## config.mk

```make
export PLATFORM = sky130hd
export DESIGN_NAME = pg_window_monitor
export DESIGN_NICKNAME = d
export VERILOG_FILES = /design/src/rtl/pgw_pkg.sv /design/src/rtl/pgw_limits.sv /design/src/rtl/pgw_slope.sv /design/src/rtl/pgw_fsm.sv /design/src/rtl/pg_window_monitor.sv
export SDC_FILE = /design/constraint.sdc
export NUM_CORES = 1
export LEC_CHECK = 0
export BUFFER_PORTS_ARGS = -buffer_cell sky130_fd_sc_hd__buf_4
export CORE_ASPECT_RATIO = 0.7
export CORE_MARGIN = 4
export CORE_UTILIZATION = 64
export CTS_CLUSTER_DIAMETER = 30
export DETAILED_ROUTE_END_ITERATION = 8
export PLACE_DENSITY = 0.83
export SYNTH_ARGS = -nofsm -noshare
export SYNTH_HDL_FRONTEND = slang
export SYNTH_SLANG_ARGS = --single-unit
export TNS_END_PERCENT = 20
```

## constraint.sdc

```tcl
create_clock -name clk -period 12.5 [get_ports clk]
set_input_delay 0.625 -clock clk [delete_from_list [all_inputs] [get_ports clk]]
set_output_delay 0.625 -clock clk [all_outputs]
set_load 0.01 [all_outputs]
```

## src/rtl/pgw_pkg.sv

```systemverilog
package pgw_pkg;

    typedef enum logic [1:0] {
        ST_UNQUAL = 2'd0,
        ST_GOOD   = 2'd1,
        ST_BAD    = 2'd2
    } pgw_state_e;

    typedef enum logic {
        DIR_FALL = 1'b0,
        DIR_RISE = 1'b1
    } pgw_dir_e;

    localparam int PGW_PCT_DEN = 100;

endpackage

```

## src/rtl/pgw_limits.sv

```systemverilog
module pgw_limits #(
    parameter int FB_W       = 12,
    parameter int STATIC_PCT = 3,
    parameter int DYN_PCT    = 5
) (
    input  logic                     clk,
    input  logic                     rst_n,
    input  logic [FB_W-2:0]          ref_val,
    output logic signed [FB_W+1:0]   stat_lo,
    output logic signed [FB_W+1:0]   stat_hi,
    output logic signed [FB_W+1:0]   dyn_lo,
    output logic signed [FB_W+1:0]   dyn_hi
);
    import pgw_pkg::*;

    localparam int REF_W  = FB_W - 1;
    localparam int EXT_W  = FB_W + 2;
    localparam int PROD_W = REF_W + 8;

    logic [1:0][REF_W-1:0]   offs;
    logic signed [EXT_W-1:0] ref_ext;
    logic signed [EXT_W-1:0] s_ext;
    logic signed [EXT_W-1:0] d_ext;

    for (genvar g = 0; g < 2; g++) begin : g_off
        localparam int PCT = (g == 0) ? STATIC_PCT : DYN_PCT;
        logic [PROD_W-1:0] prod;
        logic [PROD_W-1:0] off_wide;

        assign prod     = PROD_W'(ref_val) * PROD_W'(PCT);
        assign offs[g]  = REF_W'(prod / PROD_W'(PGW_PCT_DEN));
        assign off_wide = PROD_W'(offs[g]);

        // offset is the truncated quotient, never rounded up
        a_r6_trunc: assert property (@(posedge clk) disable iff (!rst_n)
            (off_wide * PROD_W'(PGW_PCT_DEN) <= prod) &&
            (prod < (off_wide + PROD_W'(1)) * PROD_W'(PGW_PCT_DEN)));
    end

    assign ref_ext = $signed({{(EXT_W-REF_W){1'b0}}, ref_val});
    assign s_ext   = $signed({{(EXT_W-REF_W){1'b0}}, offs[0]});
    assign d_ext   = $signed({{(EXT_W-REF_W){1'b0}}, offs[1]});

    assign stat_lo = ref_ext - s_ext;
    assign stat_hi = ref_ext + s_ext;
    assign dyn_lo  = ref_ext - d_ext;
    assign dyn_hi  = ref_ext + d_ext;

endmodule

```

## src/rtl/pgw_slope.sv

```systemverilog
module pgw_slope #(
    parameter int FB_W = 12
) (
    input  logic                   clk,
    input  logic                   rst_n,
    input  logic                   smp_valid,
    input  logic signed [FB_W-1:0] fb_smp,
    output pgw_pkg::pgw_dir_e      dir_cur
);
    import pgw_pkg::*;

    logic signed [FB_W-1:0] prev_q;
    logic                   have_prev_q;
    pgw_dir_e               dir_q;

    always_comb begin
        dir_cur = dir_q;
        if (have_prev_q) begin
            if (fb_smp > prev_q) begin
                dir_cur = DIR_RISE;
            end else if (fb_smp < prev_q) begin
                dir_cur = DIR_FALL;
            end
        end
    end

    always_ff @(posedge clk or negedge rst_n) begin
        if (!rst_n) begin
            prev_q      <= '0;
            have_prev_q <= 1'b0;
            dir_q       <= DIR_RISE;
        end else if (smp_valid) begin
            prev_q      <= fb_smp;
            have_prev_q <= 1'b1;
            dir_q       <= dir_cur;
        end
    end

    // a larger sample than the stored one is recorded as rising
    a_r5_rise: assert property (@(posedge clk) disable iff (!rst_n)
        (smp_valid && have_prev_q && (fb_smp > prev_q)) |=> (dir_q == DIR_RISE));

    // a smaller sample is recorded as falling
    a_r5_fall: assert property (@(posedge clk) disable iff (!rst_n)
        (smp_valid && have_prev_q && (fb_smp < prev_q)) |=> (dir_q == DIR_FALL));

    // an equal sample keeps the stored direction
    a_r5_keep: assert property (@(posedge clk) disable iff (!rst_n)
        (smp_valid && have_prev_q && (fb_smp == prev_q)) |=> $stable(dir_q));

    // without a strobe the stored history does not move
    a_r7_hist: assert property (@(posedge clk) disable iff (!rst_n)
        !smp_valid |=> ($stable(prev_q) && $stable(dir_q) && $stable(have_prev_q)));

endmodule

```

## src/rtl/pgw_fsm.sv

```systemverilog
module pgw_fsm #(
    parameter int EXT_W = 14
) (
    input  logic                    clk,
    input  logic                    rst_n,
    input  logic                    smp_valid,
    input  logic signed [EXT_W-1:0] fb_ext,
    input  pgw_pkg::pgw_dir_e       dir_cur,
    input  logic signed [EXT_W-1:0] stat_lo,
    input  logic signed [EXT_W-1:0] stat_hi,
    input  logic signed [EXT_W-1:0] dyn_lo,
    input  logic signed [EXT_W-1:0] dyn_hi,
    output logic                    pg_n
);
    import pgw_pkg::*;

    pgw_state_e              state_q;
    pgw_state_e              state_d;
    logic signed [EXT_W-1:0] win_lo;
    logic signed [EXT_W-1:0] win_hi;
    logic                    in_static;
    logic                    in_win;

    assign in_static = (fb_ext >= stat_lo) && (fb_ext <= stat_hi);
    assign win_lo    = (dir_cur == DIR_RISE) ? stat_lo : dyn_lo;
    assign win_hi    = (dir_cur == DIR_RISE) ? dyn_hi  : stat_hi;
    assign in_win    = (fb_ext >= win_lo) && (fb_ext <= win_hi);

    always_comb begin
        state_d = state_q;
        if (smp_valid) begin
            unique case (state_q)
                ST_UNQUAL: if (in_static) state_d = ST_GOOD;   // qualify
                ST_GOOD:   if (!in_win)   state_d = ST_BAD;    // drop
                ST_BAD:    if (in_win)    state_d = ST_GOOD;   // recover
                default:                  state_d = ST_UNQUAL;
            endcase
        end
    end

    always_ff @(posedge clk or negedge rst_n) begin
        if (!rst_n) begin
            state_q <= ST_UNQUAL;
        end else begin
            state_q <= state_d;
        end
    end

    always_comb begin
        unique case (state_q)
            ST_GOOD:   pg_n = 1'b0;
            ST_BAD:    pg_n = 1'b1;
            ST_UNQUAL: pg_n = 1'b1;
            default:   pg_n = 1'b1;
        endcase
    end

    // an unqualified monitor ignores samples outside the static band
    a_r2_unqual: assert property (@(posedge clk) disable iff (!rst_n)
        (state_q == ST_UNQUAL && smp_valid && !in_static) |=> pg_n);

    // once qualified the monitor never goes back to the reset state
    a_r2_sticky: assert property (@(posedge clk) disable iff (!rst_n)
        (state_q != ST_UNQUAL) |=> (state_q != ST_UNQUAL));

    // output frozen between strobes
    a_r7_hold: assert property (@(posedge clk) disable iff (!rst_n)
        !smp_valid |=> $stable(pg_n));

endmodule

```

## src/rtl/pg_window_monitor.sv

```systemverilog
module pg_window_monitor #(
    parameter int FB_W       = 12,
    parameter int STATIC_PCT = 3,
    parameter int DYN_PCT    = 5
) (
    input  logic                   clk,
    input  logic                   rst_n,
    input  logic                   smp_valid,
    input  logic signed [FB_W-1:0] fb_smp,
    input  logic [FB_W-2:0]        ref_val,
    output logic                   pg_n
);
    import pgw_pkg::*;

    localparam int EXT_W = FB_W + 2;

    logic signed [EXT_W-1:0] fb_ext;
    logic signed [EXT_W-1:0] stat_lo;
    logic signed [EXT_W-1:0] stat_hi;
    logic signed [EXT_W-1:0] dyn_lo;
    logic signed [EXT_W-1:0] dyn_hi;
    pgw_dir_e                dir_cur;

    assign fb_ext = {{(EXT_W-FB_W){fb_smp[FB_W-1]}}, fb_smp};

    pgw_limits #(
        .FB_W       (FB_W),
        .STATIC_PCT (STATIC_PCT),
        .DYN_PCT    (DYN_PCT)
    ) u_limits (
        .clk     (clk),
        .rst_n   (rst_n),
        .ref_val (ref_val),
        .stat_lo (stat_lo),
        .stat_hi (stat_hi),
        .dyn_lo  (dyn_lo),
        .dyn_hi  (dyn_hi)
    );

    pgw_slope #(
        .FB_W (FB_W)
    ) u_slope (
        .clk       (clk),
        .rst_n     (rst_n),
        .smp_valid (smp_valid),
        .fb_smp    (fb_smp),
        .dir_cur   (dir_cur)
    );

    pgw_fsm #(
        .EXT_W (EXT_W)
    ) u_fsm (
        .clk       (clk),
        .rst_n     (rst_n),
        .smp_valid (smp_valid),
        .fb_ext    (fb_ext),
        .dir_cur   (dir_cur),
        .stat_lo   (stat_lo),
        .stat_hi   (stat_hi),
        .dyn_lo    (dyn_lo),
        .dyn_hi    (dyn_hi),
        .pg_n      (pg_n)
    );

    // output reads "not good" while reset is held
    always_ff @(posedge clk) begin
        if (!rst_n) begin
            a_r1_reset: assert (pg_n);
        end
    end

    // after qualification a rising sample in the climbing window leaves pg_n low
    a_r3_rise_good: assert property (@(posedge clk) disable iff (!rst_n)
        (smp_valid && !pg_n && dir_cur == DIR_RISE &&
         fb_ext >= stat_lo && fb_ext <= dyn_hi) |=> !pg_n);

    // a falling sample in the descending window leaves pg_n low
    a_r4_fall_good: assert property (@(posedge clk) disable iff (!rst_n)
        (smp_valid && !pg_n && dir_cur == DIR_FALL &&
         fb_ext >= dyn_lo && fb_ext <= stat_hi) |=> !pg_n);

    // anything outside the dynamic band always reads not good
    a_r4_outside: assert property (@(posedge clk) disable iff (!rst_n)
        (smp_valid && (fb_ext < dyn_lo || fb_ext > dyn_hi)) |=> pg_n);

endmodule

```

* After elaboration in Yosys (flattened, before gate mapping)
Cells that the tools add are included.
Storage, ports and cells: input bits 26, word-level logic and storage cells 37, output and inout port bits 1, register bits 16
Cells by class: divide/modulo/power cells 2, equality and inequality tests 5, $mul 2, order comparisons 6, multiplexer cells 10, reduce and logical (&&, ||, !) cells 4, add/subtract/negate cells 4
Operators with widths (count):
- $le A12 B13 Y1 | 2
- $add A11 B11 Y12 | 2
- $sub A11 B11 Y12 | 2
- $div A13 B7 Y19 const B | 1
- $div A14 B7 Y19 const B | 1
- $ge A12 B14 Y1 | 1
- $mul A11 B3 Y14 const B | 1
- $mux W14 | 1
- $mul A11 B2 Y13 const B | 1
- $ge A12 B12 Y1 | 1
- $gt A12 B12 Y1 | 1
- $lt A12 B12 Y1 | 1
- $mux W12 | 1
- $mux W2 | 3
- $pmux W2 S3 | 1
- $mux W1 | 4
- $ne A2 B1 Y1 const B | 2
- $reduce_and A4 Y1 | 1
- $eq A2 B1 Y1 const B | 1
- $eq A2 B2 Y1 const B | 1
- $logic_and A1 B1 Y1 | 2
- $logic_not A2 Y1 | 1
- $ne A2 B2 Y1 const B | 1

* Logic depth before layout (Yosys ltp)
Gate-level depths: netlist of run 1.
depth after elaboration 9, depth in mapped cells 48, depth with buffers taken out 47

* Modules after synthesis
A second synthesis of run 1 with hierarchy kept.
Second synthesis, totals: cell total of the unflattened synthesis 967, area total of the unflattened synthesis 7255.7 um2
By module, submodules not included:
- pgw_limits | instances 1, seq. area each 0.0 um2, area an instance 4719.5 um2, cells each 668
- pgw_fsm | instances 1, seq. area each 50.0 um2, area an instance 1716.6 um2, cells each 211
- pgw_slope | instances 1, seq. area each 351.6 um2, area an instance 819.5 um2, cells each 88

* Worst setup path before layout of run 1
OpenSTA, ideal clock, no wires.
kind input port to flip-flop, start input ref_val[1], end register u_fsm.state_q[1], stages on the path 45, library setup time 128 ps, slack 3340 ps, data required time 12372 ps, buffers on the path 0, arrival 9032 ps, path through ha_1 -> ha_1 -> fa_1 -> a21o_1 -> a21oi_2 -> xor2_1 -> o211ai_1 -> a31o_1 -> a2bb2oi_1 -> or4_4 -> or3b_1 -> a21oi_2 -> maj3_1 -> a21o_1 -> a32oi_1 -> o21bai_2 -> a21boi_2 -> o31ai_4 -> [... 9 more ...] -> a21oi_1 -> nor2b_1 -> o21a_1 -> nor3_1 -> a21oi_1 -> xnor2_1 -> ha_1 -> and4_1 -> a21oi_1 -> o211ai_1 -> a21o_1 -> a21oi_1 -> nor2b_1 -> o221ai_1 -> and3_1 -> nor3_1 -> o21ai_0 -> o31ai_1
On the way: longest elaborated chain between the ends 8, elaborated cells on any way between the ends 20, those cells by class add/sub: 4; mul: 2; div: 2; order compare: 4; eq/ne: 3; mux: 2; reduce/logical: 3
RTL lines:
- from (decl) | RTL line pg_window_monitor.sv:10 | input logic [FB_W-2:0] ref_val,
- $mul A11 B3 Y14 or $mul A11 B2 Y13 (tied branches) | RTL line pgw_limits.sv:30 | assign prod = PROD_W'(ref_val) * PROD_W'(PCT);
- $div A14 B7 Y19 or $div A13 B7 Y19 (tied branches) | RTL line pgw_limits.sv:31 | assign offs[g] = REF_W'(prod / PROD_W'(PGW_PCT_DEN));
- $sub A11 B11 Y12 (tied with other cells) | RTL line pgw_limits.sv:46 | assign dyn_lo = ref_ext - d_ext;
- $mux W14 or $mux W12 (tied branches) | RTL line pgw_fsm.sv:25, pgw_fsm.sv:26
- $ge A12 B14 Y1 or $le A12 B13 Y1 (tied branches) | RTL line pgw_fsm.sv:27 | assign in_win = (fb_ext >= win_lo) && (fb_ext <= win_hi);
- $logic_and A1 B1 Y1 | RTL line pgw_fsm.sv:27
- $ne A2 B2 Y1 (no line) or $ne A2 B1 Y1 (tied branches)
- $reduce_and A4 Y1 (no line) *
- to (signal assigned) | RTL line pgw_fsm.sv:45 | state_q <= state_d;
- to (decl) | RTL line pgw_fsm.sv:17 | pgw_state_e state_q;
Every way passes the cells marked *; elsewhere a longest branch is shown, timed or not. A chain may end at the register's enable or synchronous reset.

* Worst setup path in the final report of run 1
Same ends and word-level chain as after synthesis.

==> results_tabular.tex, run 1 <==
\begin{tabular}{lr}
\hline
Metric & Value \\
\hline
\multicolumn{2}{l}{\textbf{Die}} \\
Number of top-level design ports & 27 \\
Die Span Y & 97.0 um \\
Effective utilization at floorplan & 0.655 \\
Rows & 32 \\
Total Die Area & 13,100 um2 \\
Placeable core region & 11,100 um2 \\
Die X-Extent & 135 um \\
\multicolumn{2}{l}{\textbf{Clocking}} \\
Maximum root-to-sink buffer count & 2 \\
Clock Latency Late Sink & 0.25 ns \\
PostCTS Resize Cnt & 0 \\
TritonCTS clock tree & done \\
Cts bufs inserted & 3 \\
\# H-tree levels & 1 \\
Post-CTS Setup Bufs & 0 \\
Clock-pin transition on the worst setup and hold timing paths & 0.05 ns \\
Post-CTS Hold Fix Bufs & 0 \\
Clock tree root driver cell & clkbuf\_16 \\
Number of clock sinks seen by CTS & 16 \\
\multicolumn{2}{l}{\textbf{Synth}} \\
Avg Synthesized Cell Area & 7.75 um2 \\
Primary flip-flop cell chosen by synthesis mapping & dfrtp\_1 \\
Synthesis Warnings & 0 \\
Total nets after synthesis & 1,094 \\
Mapped cell area & 7240 um2 \\
Cells after synthesis & 935 \\
Register area share after synthesis & 0.0554 \\
Synthesized flop and latch total & 16 \\
Number of enable-type register cells in the synthesized netlist & 0 \\
Proportion of register bits with asynchronous set or reset after synthesis & 1.00 \\
Distinct cell type count after synthesis & 105 \\
\multicolumn{2}{l}{\textbf{Power}} \\
Standby leakage power & 3.33 nW \\
Clock share of power & 0.031 \\
Logic gate share of total power & 0.941 \\
Worst vdd ir & 224 uV \\
Sw frac & 0.561 \\
Int Pwr & 0.993 mW \\
Switching power of the nets & 1.27 mW \\
Power density over cell area & 297 nW/um2 \\
Relative contribution of sequential cells to total power & 0.029 \\
\multicolumn{2}{l}{\textbf{Final layout}} \\
Layout cells sized above 1 & 0.123 \\
Count of nets after finishing & 1,103 \\
Finished Layout Cells & 1,096 \\
Synthesis-to-finish area growth & 5.13\% \\
\# diodes & 0 \\
\multicolumn{2}{l}{\textbf{STA}} \\
Min Tclk post-route & 10.55 ns \\
Final hold viol count & 0 \\
Final total negative setup slack & 0 ns \\
Worst Tran Pin Value & 1.06 ns \\
FMAX & 0.0948 GHz \\
Final clock period utilization by the worst path & 0.844 \\
Smallest hold slack & 0.233 ns \\
Setup clock skew after layout & 0.00369 ns \\
RSZ-0062 raised after global routing & no \\
Pins Over Slew Limit & 0 \\
Rel. slew slack & 0.292 \\
Final setup violation count & 0 \\
\multicolumn{2}{l}{\textbf{Drt}} \\
Detailed router's first-iteration violation count & 665 \\
Antenna viol nets, final & 0 \\
Wl on met1 & 9440 um \\
Via-to-Cell Ratio & 6.48 \\
Routed wire per std cell & 17.3 um \\
Final WL & 19,000 um \\
Highest layer used for signal routing & met4 \\
Drt first pass iters & 6 \\
Routed wl met2 & 7410 um \\
Vias & 7,103 \\
Detailed-route DRC error count & 0 \\
Detail Route met3 WL & 1970 um \\
\multicolumn{2}{l}{\textbf{Outcome}} \\
Run status & finished clean \\
\multicolumn{2}{l}{\textbf{Placement}} \\
Dpl hpwl & 15,700 um \\
Placed cells & 1,092 \\
Final weighted congestion in routability-driven placement & 0.973 \\
Port bufs & 26 \\
\multicolumn{2}{l}{\textbf{Setup path}} \\
Largest fanout on the critical path & 12 \\
Reg2Reg Capture Point & u\_fsm.state\_q[1] \\
Crit path arrival time & 10.68 ns \\
Number of cells on the critical path & 46 \\
Family with the most delay on the worst path & compound AO/OA/AOI/OAI gates \\
Worst path required time & 12.63 ns \\
Crit path capture type & flip-flop \\
Setup CP Type & in2reg \\
Number of cells on the worst reg-to-reg path & 32 \\
Worst reg-to-reg setup slack & 7.42 ns \\
End of the critical path & u\_fsm.state\_q[1] \\
Delay of the slowest cell on the worst path & 0.62 ns \\
Count of buffering cells on the critical path with inverters included & 1 \\
Origin of the critical flop-to-flop path & u\_slope.prev\_q[5] \\
Crit. Startpoint & ref\_val[1] \\
Slowest CP cell & xor2\_1 \\
CP Launch Type & primary input \\
\multicolumn{2}{l}{\textbf{Global route}} \\
Largest net degree at the start of global routing & 35 \\
Number of global-route vias before repair & 6,289 \\
Aggregate global routing overflow & 0 \\
Global Route Usage Sum & 0.284 \\
Wire length of the first global-routing pass & 31,600 um \\
Initial antenna violation count & 0 \\
\multicolumn{2}{l}{\textbf{Flow run}} \\
Max-capacitance violation count & 0 \\
\multicolumn{2}{l}{\textbf{Hold path}} \\
HP Class & in2async \\
\hline
\end{tabular}
## logic make-up (layout without fill, tap and decap cells)
family | Yosys count | in the layout | share of synthesized area
buf+inv | 78 | 86 | 0.0439
fa+ha+maj | 140 | 140 | 0.246
compound gates | 326 | 326 | 0.329
mux | 23 | 23 | 0.0339
xor+xnor | 71 | 71 | 0.0957
flops | 16 | 16 | 0.0555
simple gates | 281 | 281 | 0.197
## how the worst min path moves through the flow
stage / startpoint / to / slack (ns) / cells after the start
finish: rst_n / u_slope.prev_q[10] / 0.23 / 1
global route: rst_n / u_slope.prev_q[8] / 0.25 / 1
CTS: rst_n / u_slope.prev_q[8] / 0.23 / 1
detailed placement: u_slope.have_prev_q / u_slope.have_prev_q / 0.48 / 1
global placement: u_slope.dir_q / u_slope.dir_q / 0.47 / 2
floorplan: rst_n / u_fsm.state_q[0] / 0.33 / 0
## layout by cell type, fill, tap and decap left out, types with 8 or more instances in the layout
cell / count
a21o_1: 21
a21oi_1: 82
a31oi_1: 17
buf_4: 27
dfrtp_1: 15
ha_1: 127
inv_1: 52
mux2_2: 12
mux2i_1: 11
nand2_1: 64
nand2b_1: 17
nand3_1: 23
nand4_1: 13
nor2_1: 76
nor2b_1: 16
nor3_1: 22
o211ai_1: 17
o21a_1: 9
o21ai_0: 57
o21ai_1: 8
o21bai_1: 13
xnor2_1: 46
xor2_1: 17
## power by group through the flow
stage / clock network [mW] / registers (mW) / logic (mW)
global route: 0.0743 / 0.0653 / 2.40
detailed placement: 0 / 0.0651 / 2.08
floorplan: 0 / 0.0636 / 1.65
global placement: 0 / 0.0646 / 2.05
finish: 0.0692 / 0.0646 / 2.13
CTS: 0.0704 / 0.0644 / 2.09
## layer usage
| metal | track usage | vias up |
|---|---|---|
| met3 | 0.0691 | 17 |
| met5 | 0 | - |
| met2 | 0.383 | 319 |
| li1 | - | 3505 |
| met4 | 0.0403 | 0 |
| met1 | 0.456 | 3262 |
## cell usage after synthesis, drive strengths merged (4+ instances only)
master | n | share of area
a31oi | 18 | 0.016
a211oi | 11 | 0.017
and3 | 7 | 0.0060
inv | 55 | 0.029
o21a | 9 | 0.0093
nor4 | 7 | 0.0078
dfrtp | 15 | 0.052
a21oi | 90 | 0.067
and2 | 6 | 0.0052
o21bai | 15 | 0.017
nor2b | 16 | 0.014
nand4 | 13 | 0.011
or2 | 5 | 0.0043
clkbuf | 13 | 0.0067
o211ai | 20 | 0.023
a211o | 6 | 0.0073
a2111oi | 4 | 0.010
nand3 | 23 | 0.016
a2bb2oi | 4 | 0.0066
o22ai | 6 | 0.0079
o211a | 7 | 0.011
mux2i | 11 | 0.015
buf | 10 | 0.0086
a21boi | 4 | 0.0047
or3 | 5 | 0.0050
mux2 | 12 | 0.019
maj3 | 7 | 0.0097
xor2 | 20 | 0.027
xnor2 | 51 | 0.068
fa | 6 | 0.017
nand2 | 66 | 0.036
nor3 | 25 | 0.020
a21o | 21 | 0.022
o21ai | 71 | 0.054
o31ai | 7 | 0.0098
nor2 | 78 | 0.041
ha | 127 | 0.22
nand2b | 18 | 0.016
## cell type report
class	count	area [um2]
Sequential cell	16	402
Multi-Input combinational cell	841	6520
Clock buffer	4	88.8
Fill cell	965	3440
Tap cell	153	191
Inverter	55	206
Timing Repair Buffer	27	203
## per-stage QoR
step	total power, mW	utilization	setup slack (ns)	cell area, um2
after floorplan	1.71	-	3.34	7240
after global placement	2.12	0.681	1.99	7530
after detailed placement	2.15	0.681	1.99	7530
after CTS	2.23	0.689	2.23	7610
after global routing	2.54	0.689	1.21	7610
final	2.26	0.689	1.95	7610
## flip-flops by register name (all words and copies together) (netlist names)
| register | count |
|---|---|
| u_slope.prev_q | 12 |
| u_slope.dir_q | 1 |
| u_fsm.state_q | 2 |
| u_slope.have_prev_q | 1 |
No activity file was read; power rests on OpenSTA's default activity.
==> inputs of run 2 (changes only) <==
==> constraint.sdc (replaced) <==
create_clock -name clk -period 9.88 [get_ports clk]
set_input_delay 0.494 -clock clk [delete_from_list [all_inputs] [get_ports clk]]
set_output_delay 0.494 -clock clk [all_outputs]
set_load 0.01 [all_outputs]
==> results_tabular.tex, run 2 (same netlist as run 1, synthesis figures left out) <==
\begin{tabular}{lr}
\hline
Metric & Value \\
\hline
\multicolumn{2}{l}{\textbf{Outcome}} \\
Run status & finished clean (unchanged) \\
\multicolumn{2}{l}{\textbf{Die}} \\
Rows & 32 (unchanged) \\
Die X-Extent & 135 um (unchanged) \\
Total Die Area & 13,100 um2 (unchanged) \\
Die Span Y & 97.0 um (unchanged) \\
Effective utilization at floorplan & 0.655 (unchanged) \\
Placeable core region & 11,100 um2 (unchanged) \\
Number of top-level design ports & 27 (unchanged) \\
\multicolumn{2}{l}{\textbf{Power}} \\
Switching power of the nets & 1.73 mW (was 1.27 mW) \\
Relative contribution of sequential cells to total power & 0.025 (was 0.029) \\
Worst vdd ir & 385 uV (was 224 uV) \\
Sw frac & 0.534 (was 0.561) \\
Logic gate share of total power & 0.947 (was 0.941) \\
Power density over cell area & 383 nW/um2 (was 297 nW/um2) \\
Standby leakage power & 3.68 nW (was 3.33 nW) \\
Int Pwr & 1.50 mW (was 0.993 mW) \\
Clock share of power & 0.028 (was 0.031) \\
\multicolumn{2}{l}{\textbf{Setup path}} \\
Setup CP Type & in2reg (unchanged) \\
Origin of the critical flop-to-flop path & u\_slope.prev\_q[1] (was u\_slope.prev\_q[5]) \\
Delay of the slowest cell on the worst path & 0.45 ns (was 0.62 ns) \\
Worst path required time & 10.01 ns (was 12.63 ns) \\
Crit path capture type & flip-flop (unchanged) \\
Worst reg-to-reg setup slack & 4.88 ns (was 7.42 ns) \\
Largest fanout on the critical path & 6 (was 12) \\
CP Launch Type & primary input (unchanged) \\
Crit. Startpoint & ref\_val[1] (unchanged) \\
Slowest CP cell & or4\_4 (was xor2\_1) \\
Reg2Reg Capture Point & u\_fsm.state\_q[1] (unchanged) \\
Most common cell type on the critical path & a21o\_1 \\
End of the critical path & u\_fsm.state\_q[1] (unchanged) \\
Number of cells on the worst reg-to-reg path & 33 (was 32) \\
Crit path arrival time & 9.67 ns (was 10.68 ns) \\
\multicolumn{2}{l}{\textbf{Clocking}} \\
Cts bufs inserted & 3 (unchanged) \\
TritonCTS clock tree & done (unchanged) \\
\# H-tree levels & 1 (unchanged) \\
Clock Latency Late Sink & 0.25 ns (about the same) \\
Maximum root-to-sink buffer count & 2 (unchanged) \\
Clock-pin transition on the worst setup and hold timing paths & 0.06 ns (was 0.05 ns) \\
Number of clock sinks seen by CTS & 16 (unchanged) \\
Clock tree root driver cell & clkbuf\_16 (unchanged) \\
\multicolumn{2}{l}{\textbf{Placement}} \\
Placed cells & 1,145 (was 1,092) \\
Post-placement setup slack & -0.187 ns (was 1.99 ns) \\
Dpl hpwl & 15,900 um (was 15,700 um) \\
Port bufs & 26 (unchanged) \\
Final weighted congestion in routability-driven placement & 0.985 (was 0.973) \\
\multicolumn{2}{l}{\textbf{STA}} \\
Min Tclk post-route & 9.54 ns \\
Final hold viol count & 0 (unchanged) \\
Worst Tran Pin Value & 0.720 ns (was 1.06 ns) \\
Final setup violation count & 0 (unchanged) \\
Smallest hold slack & 0.0949 ns (was 0.233 ns) \\
FMAX & 0.105 GHz \\
Final clock period utilization by the worst path & 0.966 \\
Pins Over Slew Limit & 0 (unchanged) \\
Worst Slack Setup Final & 0.337 ns (was 1.95 ns) \\
Setup clock skew after layout & 0.00558 ns (was 0.00369 ns) \\
Rel. slew slack & 0.519 (was 0.292) \\
\multicolumn{2}{l}{\textbf{Drt}} \\
Vias & 7,455 (was 7,103) \\
Antenna viol nets, final & 0 (unchanged) \\
Routed wire per std cell & 17.7 um (was 17.3 um) \\
Via-to-Cell Ratio & 6.41 (was 6.48) \\
Detailed router's first-iteration violation count & 708 (was 665) \\
Final WL & 20,600 um (was 19,000 um) \\
Drt first pass iters & 5 (was 6) \\
Detailed-route DRC error count & 0 (unchanged) \\
\multicolumn{2}{l}{\textbf{Final layout}} \\
Most common cell after layout, fill and taps aside & ha\_1 (unchanged) \\
Synthesis-to-finish area growth & 16.6\% (was 5.13\%) \\
\# diodes & 0 (unchanged) \\
Register with the highest flop count & u\_slope.prev\_q (unchanged) \\
Commonest non-fill, non-tap cells in the layout & ha\_1 (121), buf\_4 (94), a21oi\_1 (77) (was ha\_1 (127), a21oi\_1 (82), nor2\_1 (76)) \\
Layout cells sized above 1 & 0.221 (was 0.123) \\
Finished Layout Cells & 1,163 (was 1,096) \\
Number of flip-flops in the largest register & 12 (unchanged) \\
Count of nets after finishing & 1,170 (was 1,103) \\
Largest registers in the final layout & u\_slope.prev\_q (12), u\_fsm.state\_q (2) (unchanged) \\
\multicolumn{2}{l}{\textbf{Global route}} \\
Aggregate global routing overflow & 0 (unchanged) \\
Number of global-route vias before repair & 6,530 (was 6,289) \\
Largest net degree at the start of global routing & 35 (unchanged) \\
Global Route Usage Sum & 0.290 (was 0.284) \\
Met2 track demand over resource & 0.415 (was 0.383) \\
Initial antenna violation count & 0 (unchanged) \\
Wire length of the first global-routing pass & 32,300 um (was 31,600 um) \\
Met1 track utilization from global routing & 0.466 (was 0.456) \\
Global-route track usage on met3 & 0.0369 (was 0.0691) \\
Routing layer with the top usage in global route & met1 (unchanged) \\
\multicolumn{2}{l}{\textbf{Hold path}} \\
HP Class & in2async (unchanged) \\
\multicolumn{2}{l}{\textbf{Flow run}} \\
Max-capacitance violation count & 0 (unchanged) \\
\hline
\end{tabular}
## run 2: cell count changes in the layout (fill, tap and decap cells not counted), moves of 3 or more
cell	before	now
ha_1	127	121
a21oi_1	82	77
ha_2	0	3
o21ai_1	8	4
o21ai_2	4	8
a21oi_2	7	11
xor2_4	0	3
ha_4	0	3
buf_4	27	94
## run 2: power by group through the flow
stage          clock [mW]  sequential [mW]  combinational [mW]
5_1_grt            0.0927           0.0821                3.36
3_3_place_gp            0           0.0817                2.76
6_report           0.0897           0.0813                3.06
4_1_cts            0.0892           0.0811                2.84
3_5_place_dp            0           0.0820                2.82
2_1_floorplan           0           0.0805                2.09
## run 2: final cells by class
| cell class | instances | area, um2 |
|---|---|---|
| Multi-Input combinational cell | 841 | 6850 |
| Timing Repair Buffer | 94 | 706 |
| Clock buffer | 4 | 88.8 |
| Tap cell | 153 | 191 |
| Fill cell | 817 | 2610 |
| Inverter | 55 | 206 |
| Sequential cell | 16 | 402 |
## run 2: metal layers
metal  vias up  part of all wire
li1       3636                 -
met1      3444              0.48
met2       350              0.42
met3        25             0.084
met4         0             0.014
met5         -                 0
## run 2: through the flow
| stage | cell area (um2) | TNS, ns | power [mW] | util |
|---|---|---|---|---|
| floorplan | 7240 | 0 | 2.17 | - |
| global placement | 7920 | 0 | 2.84 | 0.717 |
| detailed placement | 7920 | -0.328 | 2.90 | 0.717 |
| CTS | 8010 | 0 | 3.01 | 0.725 |
| global route | 8450 | -0.198 | 3.54 | 0.764 |
| finish | 8450 | 0 | 3.23 | 0.764 |
## run 2: worst min path at each step
stage,start,to,slack [ns],cells past startpoint
2_1_floorplan,rst_n,u_fsm.state_q[0],0.20,0
3_3_place_gp,rst_n,u_fsm.state_q[0],0.36,1
3_5_place_dp,rst_n,u_fsm.state_q[0],0.37,1
4_1_cts,rst_n,u_fsm.state_q[0],0.10,1
5_1_grt,rst_n,u_fsm.state_q[0],0.11,1
6_report,rst_n,u_fsm.state_q[0],0.09,1
## run 2: critical path: cells and delay by family
| family | cells | cell delay [ns] |
|---|---|---|
| buffers and inverters | 4 | 0.58 |
| AO/OA/AOI/OAI | 25 | 4.46 |
| adder cells (fa/ha/maj) | 7 | 2.11 |
| AND/OR/NAND/NOR | 10 | 1.75 |
| XOR/XNOR | 2 | 0.23 |
## run 2: repair_timing
item / in CTS / in global routing
hold buffers: 0 / 0
setup endpoints to repair: 0 / 2
endpoints found under the hold margin: 0 / 0
resized for setup: 0 / 58
buffers inserted: 0 / 14
==> inputs of run 3 (changes only) <==
--- a/config.mk
+++ b/config.mk
@@ -9,6 +9,7 @@
 export CORE_ASPECT_RATIO = 0.7
 export CORE_MARGIN = 4
 export CORE_UTILIZATION = 64
+export CTS_BUF_LIST = sky130_fd_sc_hd__clkbuf_8
 export CTS_CLUSTER_DIAMETER = 30
 export DETAILED_ROUTE_END_ITERATION = 8
 export PLACE_DENSITY = 0.83
==> results_tabular.tex, run 3 (same netlist as run 1, synthesis figures left out) <==
\begin{tabular}{lr}
\hline
Metric & Value \\
\hline
\multicolumn{2}{l}{\textbf{STA}} \\
Rel. slew slack & 0.524 (was 0.519) \\
Worst Slack Setup Final & 0.373 ns (was 0.337 ns) \\
Min Tclk post-route & 9.51 ns (was 9.54 ns) \\
Final hold viol count & 0 (unchanged) \\
FMAX & 0.105 GHz (about the same) \\
Worst Tran Pin Value & 0.712 ns (was 0.720 ns) \\
Smallest hold slack & 0.0865 ns (was 0.0949 ns) \\
Pins Over Slew Limit & 0 (unchanged) \\
Final clock period utilization by the worst path & 0.962 (was 0.966) \\
Setup clock skew after layout & 0.00416 ns (was 0.00558 ns) \\
Final total negative setup slack & 0 ns (unchanged) \\
Final setup violation count & 0 (unchanged) \\
\multicolumn{2}{l}{\textbf{Die}} \\
Die Span Y & 97.0 um (unchanged) \\
Effective utilization at floorplan & 0.655 (unchanged) \\
Rows & 32 (unchanged) \\
Die X-Extent & 135 um (unchanged) \\
Number of top-level design ports & 27 (unchanged) \\
Total Die Area & 13,100 um2 (unchanged) \\
Placeable core region & 11,100 um2 (unchanged) \\
\multicolumn{2}{l}{\textbf{Placement}} \\
Dpl hpwl & 15,900 um (unchanged) \\
Port bufs & 26 (unchanged) \\
Post-placement setup slack & -0.187 ns (unchanged) \\
Final weighted congestion in routability-driven placement & 0.985 (unchanged) \\
\multicolumn{2}{l}{\textbf{Power}} \\
Power density over cell area & 380 nW/um2 (was 383 nW/um2) \\
Worst vdd ir & 388 uV (was 385 uV) \\
Standby leakage power & 3.67 nW (was 3.68 nW) \\
\multicolumn{2}{l}{\textbf{Global route}} \\
Initial antenna violation count & 0 (unchanged) \\
Number of global-route vias before repair & 6,500 (was 6,530) \\
Global Route Usage Sum & 0.287 (was 0.290) \\
Global-route track usage on met3 & 0.0333 (was 0.0369) \\
Met1 track utilization from global routing & 0.466 (about the same) \\
Met2 track demand over resource & 0.409 (was 0.415) \\
Wire length of the first global-routing pass & 32,100 um (was 32,300 um) \\
Largest net degree at the start of global routing & 35 (unchanged) \\
Routing layer with the top usage in global route & met1 (unchanged) \\
Aggregate global routing overflow & 0 (unchanged) \\
\multicolumn{2}{l}{\textbf{Final layout}} \\
Largest registers in the final layout & u\_slope.prev\_q (12), u\_fsm.state\_q (2) (unchanged) \\
Final-layout fill cell count & 830 (was 817) \\
Post-Route Utilization & 0.760 (was 0.764) \\
Register with the highest flop count & u\_slope.prev\_q (unchanged) \\
Synthesis-to-finish area growth & 16.0\% (was 16.6\%) \\
\# diodes & 0 (unchanged) \\
Most common cell after layout, fill and taps aside & ha\_1 (unchanged) \\
Count of nets after finishing & 1,171 (was 1,170) \\
Number of flip-flops in the largest register & 12 (unchanged) \\
Layout cells sized above 1 & 0.221 (about the same) \\
Commonest non-fill, non-tap cells in the layout & ha\_1 (121), buf\_4 (95), a21oi\_1 (77) (was ha\_1 (121), buf\_4 (94), a21oi\_1 (77)) \\
\multicolumn{2}{l}{\textbf{Drt}} \\
Vias & 7,385 (was 7,455) \\
Routed wire per std cell & 17.5 um (was 17.7 um) \\
Via-to-Cell Ratio & 6.34 (was 6.41) \\
Drt first pass iters & 5 (unchanged) \\
Antenna viol nets, final & 0 (unchanged) \\
Detailed router's first-iteration violation count & 700 (was 708) \\
Detailed-route DRC error count & 0 (unchanged) \\
Final WL & 20,300 um (was 20,600 um) \\
\multicolumn{2}{l}{\textbf{Setup path}} \\
Worst path required time & 10.02 ns (was 10.01 ns) \\
Slowest CP cell & or4\_4 (unchanged) \\
Crit. Startpoint & ref\_val[1] (unchanged) \\
Crit path arrival time & 9.65 ns (was 9.67 ns) \\
Most common cell type on the critical path & a21o\_1 (unchanged) \\
Origin of the critical flop-to-flop path & u\_slope.prev\_q[1] (unchanged) \\
Delay of the slowest cell on the worst path & 0.45 ns (about the same) \\
Largest fanout on the critical path & 6 (unchanged) \\
Number of cells on the worst reg-to-reg path & 33 (unchanged) \\
Family with the most delay on the worst path & compound AO/OA/AOI/OAI gates (unchanged) \\
Crit path capture type & flip-flop (unchanged) \\
CP Launch Type & primary input (unchanged) \\
Reg2Reg Capture Point & u\_fsm.state\_q[1] (unchanged) \\
Setup CP Type & in2reg (unchanged) \\
Worst reg-to-reg setup slack & 4.87 ns (was 4.88 ns) \\
Count of buffering cells on the critical path with inverters included & 4 (unchanged) \\
\multicolumn{2}{l}{\textbf{Clocking}} \\
Clock-pin transition on the worst setup and hold timing paths & 0.07 ns (was 0.06 ns) \\
Number of clock sinks seen by CTS & 16 (unchanged) \\
Clock Latency Late Sink & 0.26 ns (was 0.25 ns) \\
TritonCTS clock tree & done (unchanged) \\
\# H-tree levels & 1 (unchanged) \\
Cts bufs inserted & 3 (unchanged) \\
Post-CTS Hold Fix Bufs & 0 (unchanged) \\
Clock tree root driver cell & clkbuf\_8 (was clkbuf\_16) \\
Maximum root-to-sink buffer count & 2 (unchanged) \\
\multicolumn{2}{l}{\textbf{Flow run}} \\
Max-capacitance violation count & 0 (unchanged) \\
\multicolumn{2}{l}{\textbf{Hold path}} \\
HP Class & in2async (unchanged) \\
\multicolumn{2}{l}{\textbf{Outcome}} \\
Run status & finished clean (unchanged) \\
\hline
\end{tabular}
-- run 3: cell types whose count changed in the layout (fill, tap and decap cells not counted), sizes merged --
cell / before / now
buf: 94 / 95
-- run 3: power by group --
group | switching, mW | internal, mW | leakage, nW | total (mW)
logic | 1.69 | 1.37 | 3.45 | 3.05
registers | 0.00612 | 0.0751 | 0.190 | 0.0812
clock network | 0.0245 | 0.0354 | 0.0288 | 0.0599
-- run 3: final cells by class --
class                           instances  area [um2]  area share
Multi-Input combinational cell        841        6830       0.813
Timing Repair Buffer                   95         713      0.0849
Sequential cell                        16         402      0.0478
Clock buffer                            4        55.1     0.00655
Inverter                               55         206      0.0246
Tap cell                              153         191      0.0228
-- run 3: timing repair --
action                                  in CTS  in global routing
buffers inserted                             0                 15
endpoints found under the setup margin       0                  2
resized for setup                            0                 55
-- run 3: worst max-delay path by stage --
stage	slack [ns]	to	cells past startpoint
floorplan	0.85	u_fsm.state_q[1]	45
global placement	0.04	u_fsm.state_q[1]	46
detailed placement	-0.19	u_fsm.state_q[1]	46
CTS	0.07	u_fsm.state_q[1]	46
global route	-0.06	u_fsm.state_q[1]	47
finish	0.37	u_fsm.state_q[1]	48
-- run 3: worst register-to-register path: cells and delay by family, from the launching register on --
| family | cells | cell delay, ns |
|---|---|---|
| DFF | 1 | 0.36 |
| adders and majority gates | 2 | 0.48 |
| and+or+nand+nor | 15 | 1.52 |
| buffers and inverters | 2 | 0.40 |
| AOI/OAI and AO/OA | 14 | 2.15 |
-- run 3: through the flow --
| step | cells | power, mW | cell area (um2) |
|---|---|---|---|
| 2_1_floorplan | 935 | 2.17 | 7240 |
| 3_3_place_gp | 1145 | 2.84 | 7920 |
| 3_5_place_dp | 1145 | 2.90 | 7920 |
| 4_1_cts | 1149 | 2.98 | 7980 |
| 5_1_grt | 1164 | 3.50 | 8400 |
| 6_report | 1164 | 3.19 | 8400 |
-- run 3: per-layer routing --
layer / routed length [um] / share of wire
met1: 9920 / 0.49
met2: 8490 / 0.42
met3: 1680 / 0.082
met4: 246 / 0.012
met5: 0 / 0
